## src/rtl/usb_ctrl_seq.sv

```systemverilog
module usb_ctrl_seq #(
  parameter int MAX_PKT = 64
) (
  input  logic        clk,
  input  logic        rst_n,
  input  logic        tok_valid,
  input  logic [1:0]  tok_kind,
  input  logic        rx_byte_valid,
  input  logic [7:0]  rx_byte,
  input  logic        rx_end,
  input  logic        rx_pid,
  input  logic        rx_err,
  input  logic        host_ack,
  input  logic        dev_busy,
  input  logic        dev_halt,
  output logic        hs_valid,
  output logic [1:0]  hs_code,
  output logic        tx_valid,
  output logic        tx_pid,
  output logic        exp_pid,
  output logic [1:0]  stage,
  output logic [63:0] setup_rec,
  output logic        setup_new,
  output logic        rx_accept,
  output logic        xfer_done
);
  localparam int CNT_W = $clog2(MAX_PKT + 2);
  localparam int SETUP_LEN = 8;
  localparam logic [1:0] TK_OUT = 2'd0, TK_IN = 2'd1, TK_SETUP = 2'd2;
  localparam logic [1:0] HS_ACK = 2'd0, HS_NAK = 2'd1, HS_STALL = 2'd2;
  localparam logic [1:0] ST_SETUP = 2'd0, ST_DATA = 2'd1, ST_STATUS = 2'd2;
  localparam logic [1:0] W_NONE = 2'd0, W_SETUP = 2'd1, W_OUT = 2'd2, W_ACK = 2'd3;

  logic [1:0]       stg, wait_q;
  logic             stat_in, tgl, stall_q;
  logic [CNT_W-1:0] cnt;
  logic [63:0]      shadow;

  logic [1:0] dat_tok, st_tok;
  logic       tok_dat, tok_st, halted, zero_len, pkt_ok;

  assign dat_tok  = stat_in ? TK_OUT : TK_IN;
  assign st_tok   = stat_in ? TK_IN : TK_OUT;
  assign tok_dat  = (stg == ST_DATA) && (tok_kind == dat_tok);
  assign tok_st   = (stg != ST_SETUP) && (tok_kind == st_tok);
  assign halted   = stall_q | dev_halt;
  assign zero_len = (shadow[63:48] == 16'h0000);
  assign pkt_ok   = !rx_err && (cnt <= CNT_W'(MAX_PKT));
  assign exp_pid  = (stg == ST_DATA) ? tgl : (stg == ST_STATUS);
  assign stage    = stg;

  always_ff @(posedge clk) begin
    if (!rst_n) begin
      stg <= ST_SETUP;  wait_q <= W_NONE;
      stat_in <= 1'b0;  tgl <= 1'b0;  stall_q <= 1'b0;
      cnt <= '0;  shadow <= '0;  setup_rec <= '0;
      hs_valid <= 1'b0;  hs_code <= HS_ACK;
      tx_valid <= 1'b0;  tx_pid <= 1'b0;
      setup_new <= 1'b0;  rx_accept <= 1'b0;  xfer_done <= 1'b0;
    end else begin
      hs_valid <= 1'b0;  tx_valid <= 1'b0;
      setup_new <= 1'b0;  rx_accept <= 1'b0;  xfer_done <= 1'b0;

      if (tok_valid && tok_kind != 2'd3) begin
        cnt <= '0;
        wait_q <= W_NONE;
        if (tok_kind == TK_SETUP) begin
          stg <= ST_SETUP;
          stall_q <= 1'b0;
          wait_q <= W_SETUP;
        end else if (!tok_dat && !tok_st) begin
          stall_q <= 1'b1;
          if (tok_kind == TK_IN) begin
            hs_valid <= 1'b1;
            hs_code  <= HS_STALL;
          end else begin
            wait_q <= W_OUT;
          end
        end else begin
          if (tok_st) stg <= ST_STATUS;
          if (tok_kind == TK_OUT) begin
            wait_q <= W_OUT;
          end else if (halted) begin
            hs_valid <= 1'b1;
            hs_code  <= HS_STALL;
          end else if (dev_busy) begin
            hs_valid <= 1'b1;
            hs_code  <= HS_NAK;
          end else begin
            tx_valid <= 1'b1;
            tx_pid   <= tok_st ? 1'b1 : tgl;
            wait_q   <= W_ACK;
          end
        end
      end else if (rx_byte_valid) begin
        for (int i = 0; i < SETUP_LEN; i++)
          if (cnt == CNT_W'(i)) shadow[8*i +: 8] <= rx_byte;
        if (cnt <= CNT_W'(MAX_PKT)) cnt <= cnt + 1'b1;
      end else if (rx_end) begin
        cnt <= '0;
        wait_q <= W_NONE;
        if (wait_q == W_SETUP) begin
          if (!rx_err && !rx_pid && cnt == CNT_W'(SETUP_LEN)) begin
            hs_valid <= 1'b1;
            if (halted) hs_code <= HS_STALL;
            else if (dev_busy) hs_code <= HS_NAK;
            else begin
              hs_code   <= HS_ACK;
              setup_rec <= shadow;
              setup_new <= 1'b1;
              tgl       <= 1'b1;
              stat_in   <= zero_len | ~shadow[7];
              stg       <= zero_len ? ST_STATUS : ST_DATA;
            end
          end
        end else if (wait_q == W_OUT && pkt_ok) begin
          hs_valid <= 1'b1;
          if (halted) hs_code <= HS_STALL;
          else if (dev_busy) hs_code <= HS_NAK;
          else begin
            hs_code <= HS_ACK;
            if (rx_pid == exp_pid) begin
              if (stg == ST_STATUS) begin
                xfer_done <= 1'b1;
                stg <= ST_SETUP;
              end else begin
                rx_accept <= 1'b1;
                tgl <= ~tgl;
              end
            end
          end
        end
      end else if (host_ack && wait_q == W_ACK) begin
        wait_q <= W_NONE;
        if (stg == ST_STATUS) begin
          xfer_done <= 1'b1;
          stg <= ST_SETUP;
        end else begin
          tgl <= ~tgl;
        end
      end
    end
  end
endmodule

```

## config.mk

```make
export PLATFORM = sky130hd
export DESIGN_NAME = usb_ctrl_seq
export DESIGN_NICKNAME = d
export VERILOG_FILES = /design/src/rtl/usb_ctrl_seq.sv
export SDC_FILE = /design/constraint.sdc
export NUM_CORES = 1
export LEC_CHECK = 0
export BUFFER_PORTS_ARGS = -buffer_cell sky130_fd_sc_hd__buf_4
export CORE_ASPECT_RATIO = 1.25
export CORE_MARGIN = 3
export CORE_UTILIZATION = 55
export CTS_CLUSTER_DIAMETER = 150
export DETAILED_ROUTE_END_ITERATION = 12
export MAX_ROUTING_LAYER = met4
export PLACE_DENSITY = 0.85
export REMOVE_ABC_BUFFERS = 1
export SETUP_SLACK_MARGIN = 0.3
export SLEW_MARGIN = 20
export SYNTH_ARGS = -nofsm -noshare
export SYNTH_HDL_FRONTEND = slang
export SYNTH_SLANG_ARGS = --single-unit
export TNS_END_PERCENT = 5
```

## constraint.sdc

```tcl
create_clock -name clk -period 4.74 [get_ports clk]
set_input_delay 0.711 -clock clk [delete_from_list [all_inputs] [get_ports clk]]
set_output_delay 0.711 -clock clk [all_outputs]
set_load 0.01 [all_outputs]
```

**After elaboration in Yosys (flattened, before gate mapping)**

Index checks and enable logic that the tools add are counted.

- Mux-type cells: 84
- Magnitude comparators: 1
- Reductions and logical operators: 44
- Add/sub/neg operators: 1
- Eq/ne operators: 38
- Bitwise gates (word level): 17

Operators with widths:

| cell | number |
|---|---|
| two-way mux 2 bit | 40 |
| two-way mux 1 bit | 41 |
| == test 7 x 3 -> 1 bit, second input constant | 4 |
| AND reduction 3 bit | 8 |
| two-way mux 7 bit | 3 |
| != test 3 x 2 -> 1 bit, second input constant | 6 |
| zero test 16 bit | 1 |
| AND reduction 8 bit | 2 |
| NOT 1 bit | 15 |
| == test 7 x 2 -> 1 bit, second input constant | 2 |
| nonzero test 2 bit | 5 |
| logical AND 1 bit | 9 |
| AND reduction 9 bit | 1 |
| OR reduction 9 bit | 1 |
| == test 2 bit, second input constant | 4 |
| != test 2 bit, second input constant | 4 |
| != test 4 x 1 -> 1 bit, second input constant | 2 |
| != test 4 x 3 -> 1 bit, second input constant | 2 |
| adder 7 x 1 -> 7 bit, second input constant | 1 |
| == test 7 x 1 -> 1 bit, second input constant | 1 |
| == test 7 x 4 -> 1 bit, second input constant | 1 |
| less-or-equal comparator 7 bit, second input constant | 1 |
| zero test 7 bit | 1 |
| AND reduction 7 bit | 1 |
| 16 further kinds | 29 |

- Output and inout bits: 75
- Bits in registers: 150
- Logic and storage cells: 207

**Longest topological paths before layout**

Gate-level depths: netlist of the first run.

- Word-level depth: 11
- Depth in mapped cells: 8
- Gate-level depth less buffers: 7

**Worst setup path before layout of the first run**

OpenSTA, ideal clock, no wires.

- Path kind: input port to flip-flop
- Start point: in rx_err
- End point: reg setup_rec[13]
- Buffers on the path: 2
- Stages: 7
- Setup slack: 2653 ps
- Data arrival time: 1955 ps
- Library setup time: 132 ps
- Path through: nor4b_2 nand4_2 or3_1 buf_6 buf_6 nand2_1 a21oi_1

- Cells in the longest elaborated chain, start to end: 4

Ends and longest elaborated chain:

| what | RTL line | source |
|---|---|---|
| start: declaration | 12 | `input logic rx_err,` |
| zero test 1 bit | 103 | `if (!rx_err && !rx_pid && cnt == CNT_W'(SETUP_LEN)) begin` |
| logical AND 1 bit (2 in series) | 103 |  |
| AND reduction 7 bit (no source line) | n/a |  |
| end signal: assignment | 109 | `setup_rec <= shadow;` |
| end: declaration | 22 | `output logic [63:0] setup_rec,` |

Every way passes these cells.
A chain may end at the register's enable or synchronous reset.

**Worst setup path in the final report of the first run**

- Start point: reg cnt[4]
- End point: reg stat_in

- Cells in the longest elaborated chain, start to end: 3

Ends and longest elaborated chain:

| what | RTL line | source |
|---|---|---|
| start: declaration | 36 | `logic [CNT_W-1:0] cnt;` |
| start signal: assignment | 98 | `if (cnt <= CNT_W'(MAX_PKT)) cnt <= cnt + 1'b1;` |
| == test 7 x 4 -> 1 bit | 103 |  |
| logical AND 1 bit | 103 |  |
| AND reduction 7 bit (no source line) | n/a |  |
| end signal: assignment | 112 | `stat_in <= zero_len \| ~shadow[7];` |
| end: declaration | 35 | `logic stat_in, tgl, stall_q;` |

Every way passes these cells.

==> metrics.md, run 1 <==
| Metric | Value |
|---|---|
| Outcome | `completed` |
| Fin area | `7295 µm²` |
| Max Cap Viol | `0` |
| Final setup margin | `2.437 ns` |
| Placer Congestion | `0.8782` |
| Area after DPL | `6625 µm²` |
| Vias | `5030` |
| Critical-path top delay cell | `buf_4` |
| Inserted Clock Buffers | `17` |
| Post-synthesis cell count | `675` |
| Row cnt | `42` |
| CTS Hold Bufs | `0` |
| Startpoint types | `flop` |
| Core area | `10620 µm²` |
| Final Max Slew Viols | `0` |
| Final min period | `2.303 ns` |
| Fillers | `810` |
| Port Buffer Count | `94` |
| Req. time, crit path | `5.06 ns` |
| Final HPWL from detailed placement | `9171 µm` |
| Drt first pass iters | `5` |
| Largest net degree at the start of global routing | `101` |
| Max rail drop VDD | `258.6 µV` |
| Drt via density | `5.690` |
| Sequential Area | `3003 µm²` |
| Worst-path clk slew | `0.06 ns` |
| Max_slew headroom | `35.08%` |
| Slack of the worst reg-to-reg path | `2.44 ns` |
| DR WL/cell | `16.40 µm` |
| Mapped Avg Cell Area | `8.894 µm²` |
| TritonCTS Sinks | `150` |
| Diodes inserted | `0` |
| Cell Area, Synth | `6003 µm²` |
| Critical path class | `flop to flop` |
| H-tree level count | `4` |
| Register area share after synthesis | `50.02%` |
| Clk_lat worst skew | `0.42 ns` |
| Largest cells by area after synthesis | `dfxtp_1, mux2i_1, nand2_1` |
| Die height | `122.8 µm` |
| Post-synth ARST share | `0%` |
| Post-synth EDFFs | `0` |
| PD cells | `399.7 nW/µm²` |
| DRC | `0` |
| Fraction of final layout cells sized beyond drive strength 1 | `18.75%` |
| Syn-to-layout area delta | `21.51%` |
| YS warnings | `0` |
| Main synth FF type | `dfxtp_1` |
| Synth cell types | `60` |
| Cell leakage power | `3.021 nW` |
| Slew @ Worst Pin | `0.9738 ns` |
| CTS tree | `yes` |
| Setup violations, final | `0` |
| Fmax | `0.4341 GHz` |
| Setup Skew | `0.007763 ns` |
| Post-synth top cells | `dfxtp_1, nand2_1, nor2_1` |
| Endpoint type of the worst setup path | `flop` |
| Layout net count | `765` |
| Crit path cell chain | `nor3_4, nand4_2, nor3_4, buf_4, nor2_1, a311oi_1` |
| Post-synth top area cell | `dfxtp_1` |
| Synth top area share | `50.02%` |
| Overall power | `2.916 mW` |
| CP max stage delay | `0.58 ns` |
| Die width | `99.45 µm` |
| Post-route setup TNS | `0 ns` |
| Final ANT Viol Nets | `0` |
| DR iter-0 viols | `378` |
| Cts repair resizes | `0` |
| Most common cell in the netlist | `dfxtp_1` |
| Overall Global Routing Usage | `24.98%` |
| First-pass GRT wire length | `23560 µm` |
| Die Area | `12210 µm²` |
| RSZ-0062 raised after global routing | `false` |
| CP dominant cell by count | `nor3_4` |
| Initial antenna violation count | `0` |
| Min-Delay Path Class | `flop to flop` |
| CTS Buffer Depth | `2` |
| Worst Path Arrival | `2.63 ns` |
| Vias in the first global route | `4818` |
| I/O pin total | `95` |
| Grt ovf | `0` |
| Crit path max fanout | `66` |
| CTS root buf | `clkbuf_16` |
| Post-CTS Setup Inserts | `0` |
| Final Hold Fails | `0` |
| Multi-input gate area | `2708 µm²` |
| Routed Wire Length | `14500 µm` |
| Initial Utilization | `56.55%` |
| Worst slack, placed | `1.855 ns` |
| Synthesis-stage register bit count | `150` |
| Fin crit share | `48.60%` |
per-stage QoR:
| stage | util [%] | cells | hold WS (ns) |
|---|---|---|---|
| 6_report | 68.72 | 884 | 0.4546 |
| 5_1_grt | 68.72 | 884 | 0.4696 |
| 3_3_place_gp | 62.41 | 854 | 0.4361 |
| 3_5_place_dp | 62.41 | 854 | 0.4487 |
| 2_1_floorplan | - | 625 | 0.4312 |
| 4_1_cts | 68.68 | 884 | 0.4539 |
worst max-delay path, delay by kind of cell (launching register included):
kind / cells / cell delay (ns)
DFF: 1 / 0.38
buffers and inverters: 1 / 0.58
AOI/OAI and AO/OA: 1 / 0.24
and+or+nand+nor: 4 / 0.97
logic make-up (layout without fill, tap and decap cells):
group	after synthesis	in the layout	synth area share (%)
XOR/XNOR	4	4	0.5837
buffers and inverters	56	133	5.065
AND/OR/NAND/NOR	282	282	21.15
AO/OA/AOI/OAI	110	110	10.82
flip-flops	150	150	50.02
multiplexers	69	69	11.53
adder cells (fa/ha/maj)	4	4	0.8337
metal layers:
layer	track usage, %	routed length, µm	up-vias
li1	-	-	2418
met5	-	0	-
met2	41.05	7199	208
met4	10.67	386	0
met3	5.514	922	40
met1	29.58	5986	2364
final cells by class:
| class | instances | share of cell area [%] |
|---|---|---|
| flip-flops and latches | 150 | 41.17 |
| multi-input cells | 469 | 37.12 |
| repair buffers | 97 | 9.983 |
| clock buffers | 18 | 6.021 |
| clock inverters | 12 | 3.105 |
| well taps | 132 | 2.264 |
| inverters | 6 | 0.3431 |
final timing paths:
path                 from      endpoint  cells after the start
max                cnt[4]       stat_in                      6
max reg2reg        cnt[4]       stat_in                      6
min reg2reg  setup_rec[8]  setup_rec[8]                      2
min          setup_rec[8]  setup_rec[8]                      2
registers in the layout, indices dropped and copies added, names as in the netlist, 2 cells and up:
signal	cells
wait_q	2
cnt	7
stage	2
shadow	64
hs_code	2
setup_rec	64
power breakdown:
part	total [mW]	leakage [nW]	internal, mW	switching (mW)
registers	1.28	1.21	1.27	0.00939
logic	0.117	1.49	0.0424	0.0746
clock network	1.52	0.318	0.997	0.521
layout by cell type, fill, tap and decap left out, types with 3 or more instances in the layout:
| cell | instances |
|---|---|
| dfxtp_1 | 150 |
| a21oi_1 | 75 |
| inv_1 | 5 |
| mux2i_1 | 68 |
| xor2_1 | 3 |
| nor4b_1 | 4 |
| nor4_1 | 7 |
| and2_1 | 4 |
| buf_4 | 97 |
| nand3_2 | 4 |
| nand2b_1 | 5 |
| o21ai_0 | 5 |
| clkbuf_16 | 17 |
| nand4_1 | 4 |
| nor2b_1 | 4 |
| and3_1 | 8 |
| nand3_1 | 5 |
| ha_1 | 4 |
| nor3_1 | 4 |
| nor2_1 | 78 |
| nand2_1 | 142 |
| bufinv_16 | 6 |
No activity file was read; power rests on OpenSTA's default activity.
==> run 2: changes to the inputs <==
clock period = 2.21 ns   (was 4.74 ns; I/O delays follow)
==> run 2 against run 1 <==
First-iteration DRC count increased by 21%. Count of clock-buffer cells in the layout is 1 higher. Clock power increased by 89%. Maximum frequency increased by 18%. Cell count is 1.9% higher. Sequential power rose by 110%. Non-clock buffer count grew 15. Combinational power up 150%. Cell area is 2.4% higher. Register-to-register slack worse by 2.2 ns. Utilization is 1.7 points higher. Critical path type unchanged. Highest routed layer unchanged.
==> metrics.md, run 2 (same netlist as run 1, synthesis figures left out) <==
| Metric | Value |
|---|---|
| Fraction of final layout cells sized beyond drive strength 1 | `21.07% (was 18.75%)` |
| Most frequent cells in the layout | `dfxtp_1, nand2_1, buf_4 (unchanged)` |
| Die width | `99.45 µm (unchanged)` |
| Max_slew headroom | `68.30% (was 35.08%)` |
| Slew @ Worst Pin | `0.4713 ns (was 0.9738 ns)` |
| PD cells | `791.7 nW/µm² (was 399.7 nW/µm²)` |
| Post-route setup TNS | `0 ns (unchanged)` |
| Row cnt | `42 (unchanged)` |
| Clk_lat worst skew | `0.42 ns (about the same)` |
| Post-CTS Setup Inserts | `0 (unchanged)` |
| Die Area | `12210 µm² (unchanged)` |
| Sw Ratio | `22.65% (was 20.76%)` |
| TritonCTS Sinks | `150 (unchanged)` |
| Hold_sp | `rx_byte_valid (was setup_rec[8])` |
| Setup Skew | `0.009017 ns (was 0.007763 ns)` |
| Vias | `5171 (was 5030)` |
| I/O pin total | `95 (unchanged)` |
| Diodes inserted | `0 (unchanged)` |
| Core area | `10620 µm² (unchanged)` |
| CTS tree | `yes (unchanged)` |
| Final Hold Fails | `0 (unchanged)` |
| Startpoint types | `flop (unchanged)` |
| Hold path cells | `2 (unchanged)` |
| Critical path class | `flop to flop (unchanged)` |
| Setup violations, final | `0 (unchanged)` |
| Clk pwr share | `48.7% (was 52.1%)` |
| Worst Path Arrival | `2.29 ns (was 2.63 ns)` |
| Crit path max fanout | `60 (was 66)` |
| Cell leakage power | `3.105 nW (was 3.021 nW)` |
| Critical R2R Launch | `stall_q (was cnt[4])` |
| Layout net count | `780 (was 765)` |
| Fin crit share | `88.25% (was 48.60%)` |
| Min-Delay Path Class | `input port to flop (was flop to flop)` |
| Final ANT Viol Nets | `0 (unchanged)` |
| Commonest non-fill, non-tap cell in the layout | `dfxtp_1 (unchanged)` |
| Reg2reg end | `setup_rec[38] (was stat_in)` |
| Syn-to-layout area delta | `24.43% (was 21.51%)` |
| Placer Congestion | `0.8623 (was 0.8782)` |
| Sequential power share | `46.4% (was 43.9%)` |
| Overall Global Routing Usage | `26.10% (was 24.98%)` |
| H-tree level count | `4 (unchanged)` |
| Critical-path top delay cell | `nor3_1 (was buf_4)` |
| DRC | `0 (unchanged)` |
| Final Max Slew Viols | `0 (unchanged)` |
| Post-layout util | `70.37% (was 68.72%)` |
| Crit path cell chain | `nor3_1, nand2_1, buf_4, nor3_4, buf_12, nand2_1, a21oi_1 (was nor3_4, nand4_2, nor3_4, buf_4, nor2_1, a311oi_1)` |
| Drt via density | `5.739 (was 5.690)` |
| Top Family by Delay on Critical Path | `simple AND/OR/NAND/NOR gates (unchanged)` |
| RSZ-0062 raised after global routing | `true (was false)` |
| Final HPWL from detailed placement | `9892 µm (was 9171 µm)` |
| Initial Utilization | `56.55% (unchanged)` |
| P_sw | `1.340 mW (was 0.6053 mW)` |
| R2R depth | `7 (was 6)` |
| DR iter-0 viols | `456 (was 378)` |
| Endpoint type of the worst setup path | `flop (unchanged)` |
| CP dominant cell by count | `nand2_1 (was nor3_4)` |
| Worst Hold End | `xfer_done (was setup_rec[8])` |
| Port Buffer Count | `94 (unchanged)` |
| First-pass GRT wire length | `24610 µm (was 23560 µm)` |
| CTS Buffer Depth | `2 (unchanged)` |
| Initial antenna violation count | `0 (unchanged)` |
| Fillers | `797 (was 810)` |
| Grt ovf | `0 (unchanged)` |
| Max Cap Viol | `0 (unchanged)` |
| Largest regs | `setup_rec x64, shadow x64, cnt x7 (unchanged)` |
| Routed Wire Length | `15370 µm (was 14500 µm)` |
| Vias in the first global route | `5186 (was 4818)` |
| Largest net degree at the start of global routing | `78 (was 101)` |
| Gate power share | `4.9% (was 4.0%)` |
| Buf/Inv on CP | `2 (was 1)` |
| Die height | `122.8 µm (unchanged)` |
| Slack of the worst reg-to-reg path | `0.26 ns (was 2.44 ns)` |
| Max rail drop VDD | `473.2 µV (was 258.6 µV)` |
| Fmax | `0.5127 GHz (was 0.4341 GHz)` |
| Worst-path clk slew | `0.06 ns (about the same)` |
| DR WL/cell | `17.06 µm (was 16.40 µm)` |
| Outcome | `completed (unchanged)` |
| Drt first pass iters | `8 (was 5)` |
| CTS root buf | `clkbuf_16 (unchanged)` |
| Inserted Clock Buffers | `17 (unchanged)` |
| Req. time, crit path | `2.55 ns (was 5.06 ns)` |
| P_int | `4.574 mW (was 2.311 mW)` |
| Final min period | `1.950 ns (was 2.303 ns)` |
| CP max stage delay | `0.43 ns (was 0.58 ns)` |
==> run 2: changes by cell type in the layout (fill, tap and decap cells not counted), moves of 2 or more <==
cell,before,now
buf_4,97,104
bufinv_16,6,2
inv_6,1,3
buf_12,0,8
clkinv_4,2,4
==> run 2: layout make-up <==
type	count	area (µm²)	share of cell area, %
Timing Repair Buffer	112	940.9	12.60
Inverter	6	25.02	0.3350
Tap cell	132	165.2	2.211
Multi-Input combinational cell	469	2736	36.63
Clock buffer	19	452.9	6.064
Clock inverter	13	146.4	1.960
Sequential cell	150	3003	40.20
==> run 2: worst register-to-register path, delay by kind of cell (launching register included) <==
kind	cells	cell delay [ns]
AND/OR/NAND/NOR	4	0.90
flip-flops	1	0.36
AO/OA/AOI/OAI	1	0.16
buffers and inverters	2	0.46
==> run 2: what timing repair did <==
action,4_1_cts,5_1_grt
gates resized for setup,6,1
hold buffers,0,0
hold endpoints to repair,0,0
setup endpoints to repair,41,101
pin swaps,1,0
==> run 2: worst max-delay path by stage <==
stage                     startpoint            end  cells after the start
final                        stall_q  setup_rec[38]                      7
after global routing         stall_q  setup_rec[38]                      7
after CTS                     cnt[2]      shadow[9]                      6
after detailed placement      cnt[1]         cnt[5]                      7
after global placement        rx_err  setup_rec[63]                      7
after floorplan               cnt[4]        stat_in                      4
==> run 2: stage by stage <==
| stage | std cells | total power, mW | cell area [µm²] | worst slack [ns] | hold WS, ns |
|---|---|---|---|---|---|
| after detailed placement | 869 | 3.077 | 6838 | 0.1180 | 0.4491 |
| final | 901 | 5.914 | 7470 | 0.2597 | 0.2228 |
| after floorplan | 625 | 2.936 | 5722 | -1.038 | 0.4076 |
| after CTS | 901 | 5.943 | 7463 | 0.2184 | 0.1968 |
| after global routing | 901 | 6.102 | 7470 | 0.1275 | 0.2094 |
| after global placement | 869 | 3.068 | 6838 | 0.2354 | 0.4415 |
==> run 2: power groups by stage <==
| stage | registers [mW] | logic (mW) | clock network (mW) |
|---|---|---|---|
| global placement | 2.80 | 0.267 | 0 |
| finish | 2.74 | 0.288 | 2.88 |
| floorplan | 2.80 | 0.134 | 0 |
| global route | 2.74 | 0.310 | 3.05 |
| detailed placement | 2.80 | 0.275 | 0 |
| CTS | 2.74 | 0.283 | 2.92 |
==> run 2: layer usage <==
layer | GRT usage [%] | part of all wire [%] | vias to the layer above
met5 | - | 0 | -
met4 | 12.38 | 2.7 | 0
met3 | 6.879 | 5.7 | 40
met2 | 43.24 | 51 | 189
met1 | 29.37 | 41 | 2487
li1 | - | - | 2455
